<file path="config.mk">
export PLATFORM = sky130hd
export DESIGN_NAME = periph_regbank
export DESIGN_NICKNAME = d
export VERILOG_FILES = /design/src/rtl/regbank_pkg.sv /design/src/rtl/regbank_decode.sv /design/src/rtl/regbank_setclr.sv /design/src/rtl/periph_regbank.sv
export SDC_FILE = /design/constraint.sdc
export NUM_CORES = 1
export LEC_CHECK = 0
export BUFFER_PORTS_ARGS = -buffer_cell sky130_fd_sc_hd__buf_2
export CAP_MARGIN = 5
export CORE_UTILIZATION = 43
export DETAILED_ROUTE_END_ITERATION = 6
export PLACE_DENSITY_LB_ADDON = 0.1
export SLEW_MARGIN = 20
export SYNTH_ARGS = -nofsm -noshare
export SYNTH_HDL_FRONTEND = slang
export SYNTH_SLANG_ARGS = --single-unit
</file>
<file path="constraint.sdc">
create_clock -name clk_i -period 2.2 [get_ports clk_i]
set_clock_uncertainty 0.1 [all_clocks]
set_input_delay 0.33 -clock clk_i [delete_from_list [all_inputs] [get_ports clk_i]]
set_output_delay 0.33 -clock clk_i [all_outputs]
set_load 0.05 [all_outputs]
</file>
<file path="src/rtl/regbank_pkg.sv">
package regbank_pkg;
  typedef enum logic [3:0] {
    RG_CMD, RG_MODE, RG_DATA, RG_SSET, RG_SCLR, RG_STAT,
    RG_ISET, RG_ICLR, RG_IMSK, RG_NONE
  } reg_id_e;

  localparam int unsigned OFF_CMD  = 'h00;
  localparam int unsigned OFF_MODE = 'h04;
  localparam int unsigned OFF_DATA = 'h08;
  localparam int unsigned OFF_SSET = 'h10;
  localparam int unsigned OFF_SCLR = 'h14;
  localparam int unsigned OFF_STAT = 'h18;
  localparam int unsigned OFF_ISET = 'h20;
  localparam int unsigned OFF_ICLR = 'h24;
  localparam int unsigned OFF_IMSK = 'h28;
endpackage

</file>
<file path="src/rtl/regbank_decode.sv">
module regbank_decode
  import regbank_pkg::*;
#(
  parameter int unsigned ADDR_W = 14
) (
  input  logic [ADDR_W-1:0] addr_i,
  output reg_id_e           id_o
);
  logic [ADDR_W-1:0] waddr;

  // sub-word accesses fold onto the enclosing word
  assign waddr = addr_i & ~ADDR_W'(3);

  always_comb begin
    unique case (waddr)
      ADDR_W'(OFF_CMD):  id_o = RG_CMD;
      ADDR_W'(OFF_MODE): id_o = RG_MODE;
      ADDR_W'(OFF_DATA): id_o = RG_DATA;
      ADDR_W'(OFF_SSET): id_o = RG_SSET;
      ADDR_W'(OFF_SCLR): id_o = RG_SCLR;
      ADDR_W'(OFF_STAT): id_o = RG_STAT;
      ADDR_W'(OFF_ISET): id_o = RG_ISET;
      ADDR_W'(OFF_ICLR): id_o = RG_ICLR;
      ADDR_W'(OFF_IMSK): id_o = RG_IMSK;
      default:           id_o = RG_NONE;
    endcase
  end
endmodule

</file>
<file path="src/rtl/regbank_setclr.sv">
module regbank_setclr #(
  parameter int unsigned W = 8
) (
  input  logic         clk_i,
  input  logic         rst_ni,
  input  logic [W-1:0] set_i,
  input  logic [W-1:0] clr_i,
  input  logic [W-1:0] evt_i,
  output logic [W-1:0] q_o
);
  // event beats clear
  always_ff @(posedge clk_i or negedge rst_ni) begin
    if (!rst_ni) q_o <= '0;
    else         q_o <= ((q_o | set_i) & ~clr_i) | evt_i;
  end
endmodule

</file>
<file path="src/rtl/periph_regbank.sv">
module periph_regbank
  import regbank_pkg::*;
#(
  parameter int unsigned ADDR_W = 14,
  parameter int unsigned N_CMD  = 8,
  parameter int unsigned N_STAT = 8,
  parameter int unsigned MODE_W = 8
) (
  input  logic              clk_i,
  input  logic              rst_ni,
  input  logic              sel_i,
  input  logic              wr_i,
  input  logic [ADDR_W-1:0] addr_i,
  input  logic [31:0]       wdata_i,
  output logic [31:0]       rdata_o,
  input  logic [N_STAT-1:0] event_i,
  output logic [N_CMD-1:0]  cmd_o,
  output logic [MODE_W-1:0] mode_o,
  output logic [31:0]       data_o,
  output logic              irq_o
);
  localparam int unsigned DW = 32;

  reg_id_e           id;
  logic              wr_en, rd_en;
  logic [N_STAT-1:0] wbits;
  logic [N_STAT-1:0] sset, sclr, iset, iclr;
  logic [N_STAT-1:0] stat_q, mask_q;

  assign wr_en = sel_i & wr_i;
  assign rd_en = sel_i & ~wr_i;
  assign wbits = wdata_i[N_STAT-1:0];

  regbank_decode #(.ADDR_W(ADDR_W)) u_dec (
    .addr_i (addr_i),
    .id_o   (id)
  );

  assign sset = (wr_en && id == RG_SSET) ? wbits : '0;
  assign sclr = (wr_en && id == RG_SCLR) ? wbits : '0;
  assign iset = (wr_en && id == RG_ISET) ? wbits : '0;
  assign iclr = (wr_en && id == RG_ICLR) ? wbits : '0;

  regbank_setclr #(.W(N_STAT)) u_stat (
    .clk_i  (clk_i),
    .rst_ni (rst_ni),
    .set_i  (sset),
    .clr_i  (sclr),
    .evt_i  (event_i),
    .q_o    (stat_q)
  );

  regbank_setclr #(.W(N_STAT)) u_mask (
    .clk_i  (clk_i),
    .rst_ni (rst_ni),
    .set_i  (iset),
    .clr_i  (iclr),
    .evt_i  ({N_STAT{1'b0}}),
    .q_o    (mask_q)
  );

  always_ff @(posedge clk_i or negedge rst_ni) begin
    if (!rst_ni) begin
      cmd_o  <= '0;
      mode_o <= '0;
      data_o <= '0;
      irq_o  <= 1'b0;
    end else begin
      cmd_o <= (wr_en && id == RG_CMD) ? wdata_i[N_CMD-1:0] : '0;
      if (wr_en && id == RG_MODE) mode_o <= wdata_i[MODE_W-1:0];
      if (wr_en && id == RG_DATA) data_o <= wdata_i;
      irq_o <= |(stat_q & mask_q);
    end
  end

  always_comb begin
    rdata_o = '0;
    if (rd_en) begin
      unique case (id)
        RG_MODE: rdata_o = DW'(mode_o);
        RG_DATA: rdata_o = data_o;
        RG_STAT: rdata_o = DW'(stat_q);
        RG_IMSK: rdata_o = DW'(mask_q);
        default: rdata_o = '0;
      endcase
    end
  end
endmodule

</file>
-- Yosys cells after proc, flatten, opt, wreduce, memory -nomap -nowiden
Cells that the tools add are included.
- reductions and logical operators: 10
- equality and inequality tests: 16
- muxes and demuxes: 8
- bitwise gates (word level): 11
- operator list (kind ; count):
    case mux 32 bit (4 select lines) ; 1
    2-to-1 mux 8 bit ; 5
    == test 12 x 3 -> 1 bit, second input constant ; 3
    == test 12 x 4 -> 1 bit, second input constant ; 3
    case mux 4 bit (9 select lines) ; 1
    2-to-1 mux 32 bit ; 1
    bitwise AND 8 bit ; 3
    bitwise OR 8 bit ; 3
    == test 4 x 3 -> 1 bit, second input constant ; 4
    inverter 8 bit ; 2
    zero test 14 bit ; 1
    == test 12 x 1 -> 1 bit, second input constant ; 1
    == test 12 x 2 -> 1 bit, second input constant ; 1
    == test 4 x 2 -> 1 bit, second input constant ; 2
    OR reduction 8 bit ; 1
    logical AND 1 bit ; 7
    == test 4 x 1 -> 1 bit, second input constant ; 1
    == test 4 bit, second input constant ; 1
    zero test 4 bit ; 1
    bitwise AND 1 bit ; 2
    inverter 1 bit ; 1
- flip-flop bits (word level): 65

-- Longest topological paths before layout
- depth in word-level cells: 8
- depth in mapped cells: 6
- depth with buffers taken out: 4

-- Cells and area by module
From an unflattened synthesis, not the netlist that was laid out.
- cell total of the unflattened synthesis: 295
- area total of the unflattened synthesis: 3572.2 um^2
- by module, submodules not included (module ; seq. area each (um^2) ; area each (um^2) ; instances ; cells an instance):
    periph_regbank ; 1226.2 ; 2805.2 ; 1 ; 232
    regbank_setclr ; 200.2 ; 320.3 ; 2 ; 24
    regbank_decode ; 0.0 ; 126.4 ; 1 ; 15

-- Worst setup path before layout
Ideal clock, no wire load.
- kind: input -> output
- start point: input addr_i[11]
- end point: output rdata_o[7]
- arrival time: 2.421 ns
- path buffers: 1
- stages on the path: 5
- path slack: -0.651 ns
- path through: or4_4 > nor3b_1 > or3b_1 > clkbuf_1 > a21oi_1
- cells in the longest elaborated chain, start to end: 5
- elaborated cells between the ends (all ways): 16
- those cells by class: eq/ne: 12; mux: 3; reduce/logical: 1
- ends and longest elaborated chain (item ; line ; text):
    start: declaration ; periph_regbank.sv:13 ; input logic [ADDR_W-1:0] addr_i,
    == test 12 x 4 -> 1 bit (tied with other cells) ; regbank_decode.sv:15 ; unique case (waddr)
    case mux 4 bit (9 select lines) (*) ; regbank_decode.sv:15 ;
    == test 4 bit (tied with other cells) ; periph_regbank.sv:79 ; unique case (id)
    case mux 32 bit (4 select lines) (*) ; periph_regbank.sv:79 ;
    2-to-1 mux 32 bit (*) ; periph_regbank.sv:78 ; if (rd_en) begin
    end: declaration ; periph_regbank.sv:15 ; output logic [31:0] rdata_o,
Mark *: on every way between the ends. The rest lies on a longest branch, timed or not.

-- Worst setup path after layout
- start point: input addr_i[11]
- end point: output rdata_o[0]
The elaborated chain is that of the path after synthesis.

==> flow_metrics.py <==
metrics = {
    "drt": {
        "wirelength_um": 8150,
        "dr_total_vias": 2601,
        "drt_iter0_markers": 80,
        "first_pass_iters": 4,
        "final_antenna_net_count": 0,
        "drc": 0,
        "wl_per_cell_um": 15.7,
        "avgViaCountPerCell": 5.00,
    },
    "sta": {
        "worst_pin_slew_ps": 769,
        "fin_crit_sh_pct": 110,
        "hold_ws_ps": 128,
        "fin_crit_ps": 2420,
        "max_slew_margin_pct": 48.8,
        "fmax_ghz": 0.414,
        "grt_setup_unrepaired": "true",
        "hold_viol_final": 0,
        "slew_viol_final": 0,
        "finalSetupViolCount": 32,
        "worst_slack_ps": -217,
    },
    "grt": {
        "grt_overflow": 0,
        "grt_pass1_vias": 2489,
        "grt_usage_pct": 20.6,
        "grt_max_degree": 35,
        "grt_first_pass_wirelength_um": 12300,
        "antenna_found_initial": 0,
    },
    "setup_path": {
        "critPathTopFamily": "simple AND/OR/NAND/NOR gates",
        "r2r_end": "irq_o",
        "end_kind": "primary output",
        "cpMaxStageDelayCell": "or4_4",
        "critical_path_buf_inv_count": 3,
        "crit_path_frequent_cell": "buf_6",
        "worst-setup-path-type": "in2out",
        "r2r_slack_ps": 1240,
        "required_ps": 1770,
        "slowest_delay_ps": 530,
        "timing.rr.start": "u_stat.q_o[3]",
        "rr_worst_depth": 2,
        "critPathMaxFanout": 7,
        "start_kind": "primary input",
        "critPathLaunch": "addr_i[11]",
        "crit_arrival_ps": 1990,
        "critical_path.cell_chain": "buf_6 -> or4_4 -> nor3b_2 -> or3b_4 -> buf_12 -> nor2_4 -> buf_6",
    },
    "status": {
        "violations": "negative setup slack",
        "run_status": "complete, but fails checks",
    },
    "yosys": {
        "ys_types": 33,
        "synthTopCellsByArea": "dfrtp_1, mux2_4, and2_1",
        "synth_fp_nets": 317,
        "synth_edf_count": 0,
        "ys_seq_elements": 65,
        "yosys_warnings": 0,
        "synth_top_area_cell": "dfrtp_1",
        "ys.flop_type": "dfrtp_1",
        "avgSynthCellArea_sq_um": 12.6,
        "netlist_area_sq_mm": 0.00326,
        "ys_async_sr_fraction_pct": 100,
        "synthMostInstantiatedCell": "dfrtp_1",
        "post_synth_most_frequent_cells": "dfrtp_1, and2_1, mux2_4",
        "yosysTopAreaCellShare_pct": 49.8,
        "synth_cells": 259,
        "yosysSeqAreaShare_pct": 49.8,
    },
    "hold_path": {
        "worstHoldEndpoint": "data_o[30]",
        "min_path_type": "in2reg",
        "whs_path_depth": 2,
        "min_from": "wdata_i[30]",
    },
    "clock_network": {
        "clk_latency_ps": 330,
        "cts_root_buf": "clkbuf_8",
        "path_clk_slew_ps": 70,
        "cts_sinks": 65,
        "clk_path_buf_depth": 2,
        "cts.htree.levels": 3,
        "numCtsBuffers": 9,
        "cts_tree": "done",
    },
    "place": {
        "io_buffers": 136,
        "pre_cts_slack_ps": -336,
        "place_congestion": 0.765,
        "dp_hpwl_um": 5870,
        "dp_cells": 502,
        "dpl_cell_area_sq_mm": 0.00432,
    },
    "floorplanning": {
        "dieHeight_um": 89.1,
        "dieArea_sq_mm": 0.00794,
        "fp-row-count": 31,
        "ios": 139,
        "start_util_pct": 44.7,
        "core_area_sq_mm": 0.00729,
        "die-width_um": 89.1,
    },
    "pwr": {
        "p_leak_nw": 2.64,
        "finalPower_mw": 2.61,
        "p_per_area_mw_per_mm2": 534,
        "peakVddDrop_v": 0.000436,
    },
    "cells_and_area": {
        "synthToLayoutAreaGrowth_pct": 49.9,
        "layout.nets": 474,
        "instances_no_fill": 520,
        "design_area_sq_mm": 0.00489,
        "n_antenna_cell": 0,
        "drive_gt1_share_pct": 61.8,
    },
    "run": {
        "drv_cap": 0,
    },
}
[registers in the layout (all words and copies together), names as in the netlist]
signal and flops:
cmd_o 8, data_o 32, irq_o 1, mode_o 8, u_mask.q_o 8, u_stat.q_o 8
[cell families (layout without fill, tap and decap cells)]
| logic type | count (synthesis) | after routing | synth area share, % |
|---|---|---|---|
| flops | 65 | 65 | 49.8 |
| buf+inv | 29 | 191 | 4.14 |
| simple gates | 72 | 72 | 15.5 |
| mux | 56 | 56 | 22.2 |
| compound gates | 37 | 37 | 8.32 |
[final cells by class]
class                           count  area, sq um
Sequential cell                    65         1630
Clock buffer                       11          141
Timing Repair Buffer              159         1200
Fill cell                         559         2400
Tap cell                           99          124
Clock inverter                      5          103
Multi-Input combinational cell    165         1640
Inverter                           16         60.1
[repair_timing]
| action | 4_1_cts | 5_1_grt |
|---|---|---|
| setup endpoints to repair | 32 | 32 |
| cloned | 0 | 0 |
| endpoints found under the hold margin | 31 | 0 |
| setup buffers | 1 | 0 |
| pin swaps | 9 | 6 |
| gates resized for setup | 92 | 2 |
| hold buffers | 1 | 0 |
[cell usage in the layout, fill, tap and decap left out, types with 12 or more instances in the layout]
| master | instances |
|---|---|
| buf_8 | 23 |
| a22oi_1 | 12 |
| buf_4 | 17 |
| and2_4 | 23 |
| inv_1 | 16 |
| mux2_4 | 30 |
| buf_2 | 103 |
| mux2i_1 | 15 |
| dfrtp_1 | 65 |
[where the power goes]
group          switching, mW  internal [mW]
Sequential           0.00170           1.20
Clock                  0.443          0.782
Combinational          0.108         0.0786
Total                  0.552           2.06
[worst register-to-register path: stages, from the launching register on]
cell and delay, ps:
dfrtp_1 400, a22oi_1 220, nand4_1 110
[metrics by stage]
step / setup TNS [ps] / utilization [%]
finish: -5070 / 67.1
global route: -7060 / 67.1
CTS: -5080 / 67.0
detailed placement: -11110 / 59.2
global placement: -9680 / 59.2
floorplan: -1260 / -
[how the worst max path moves through the flow]
stage	endpoint	slack, ps	cells past startpoint
after floorplan	rdata_o[7]	-200	5
after global placement	rdata_o[7]	-300	7
after detailed placement	rdata_o[0]	-340	7
after CTS	rdata_o[0]	-210	7
after global routing	rdata_o[0]	-260	7
final	rdata_o[0]	-220	7
[routing by layer]
layer	up-vias	track usage [%]	share of wire (%)	routed length [um]
met3	11	5.26	7.3	593
met1	1255	26.0	42	3390
met2	107	35.1	50	4060
met5	-	0	0	0
met4	0	5.77	1.2	100
li1	1228	-	-	-
Power figures use the tool's default switching activity.
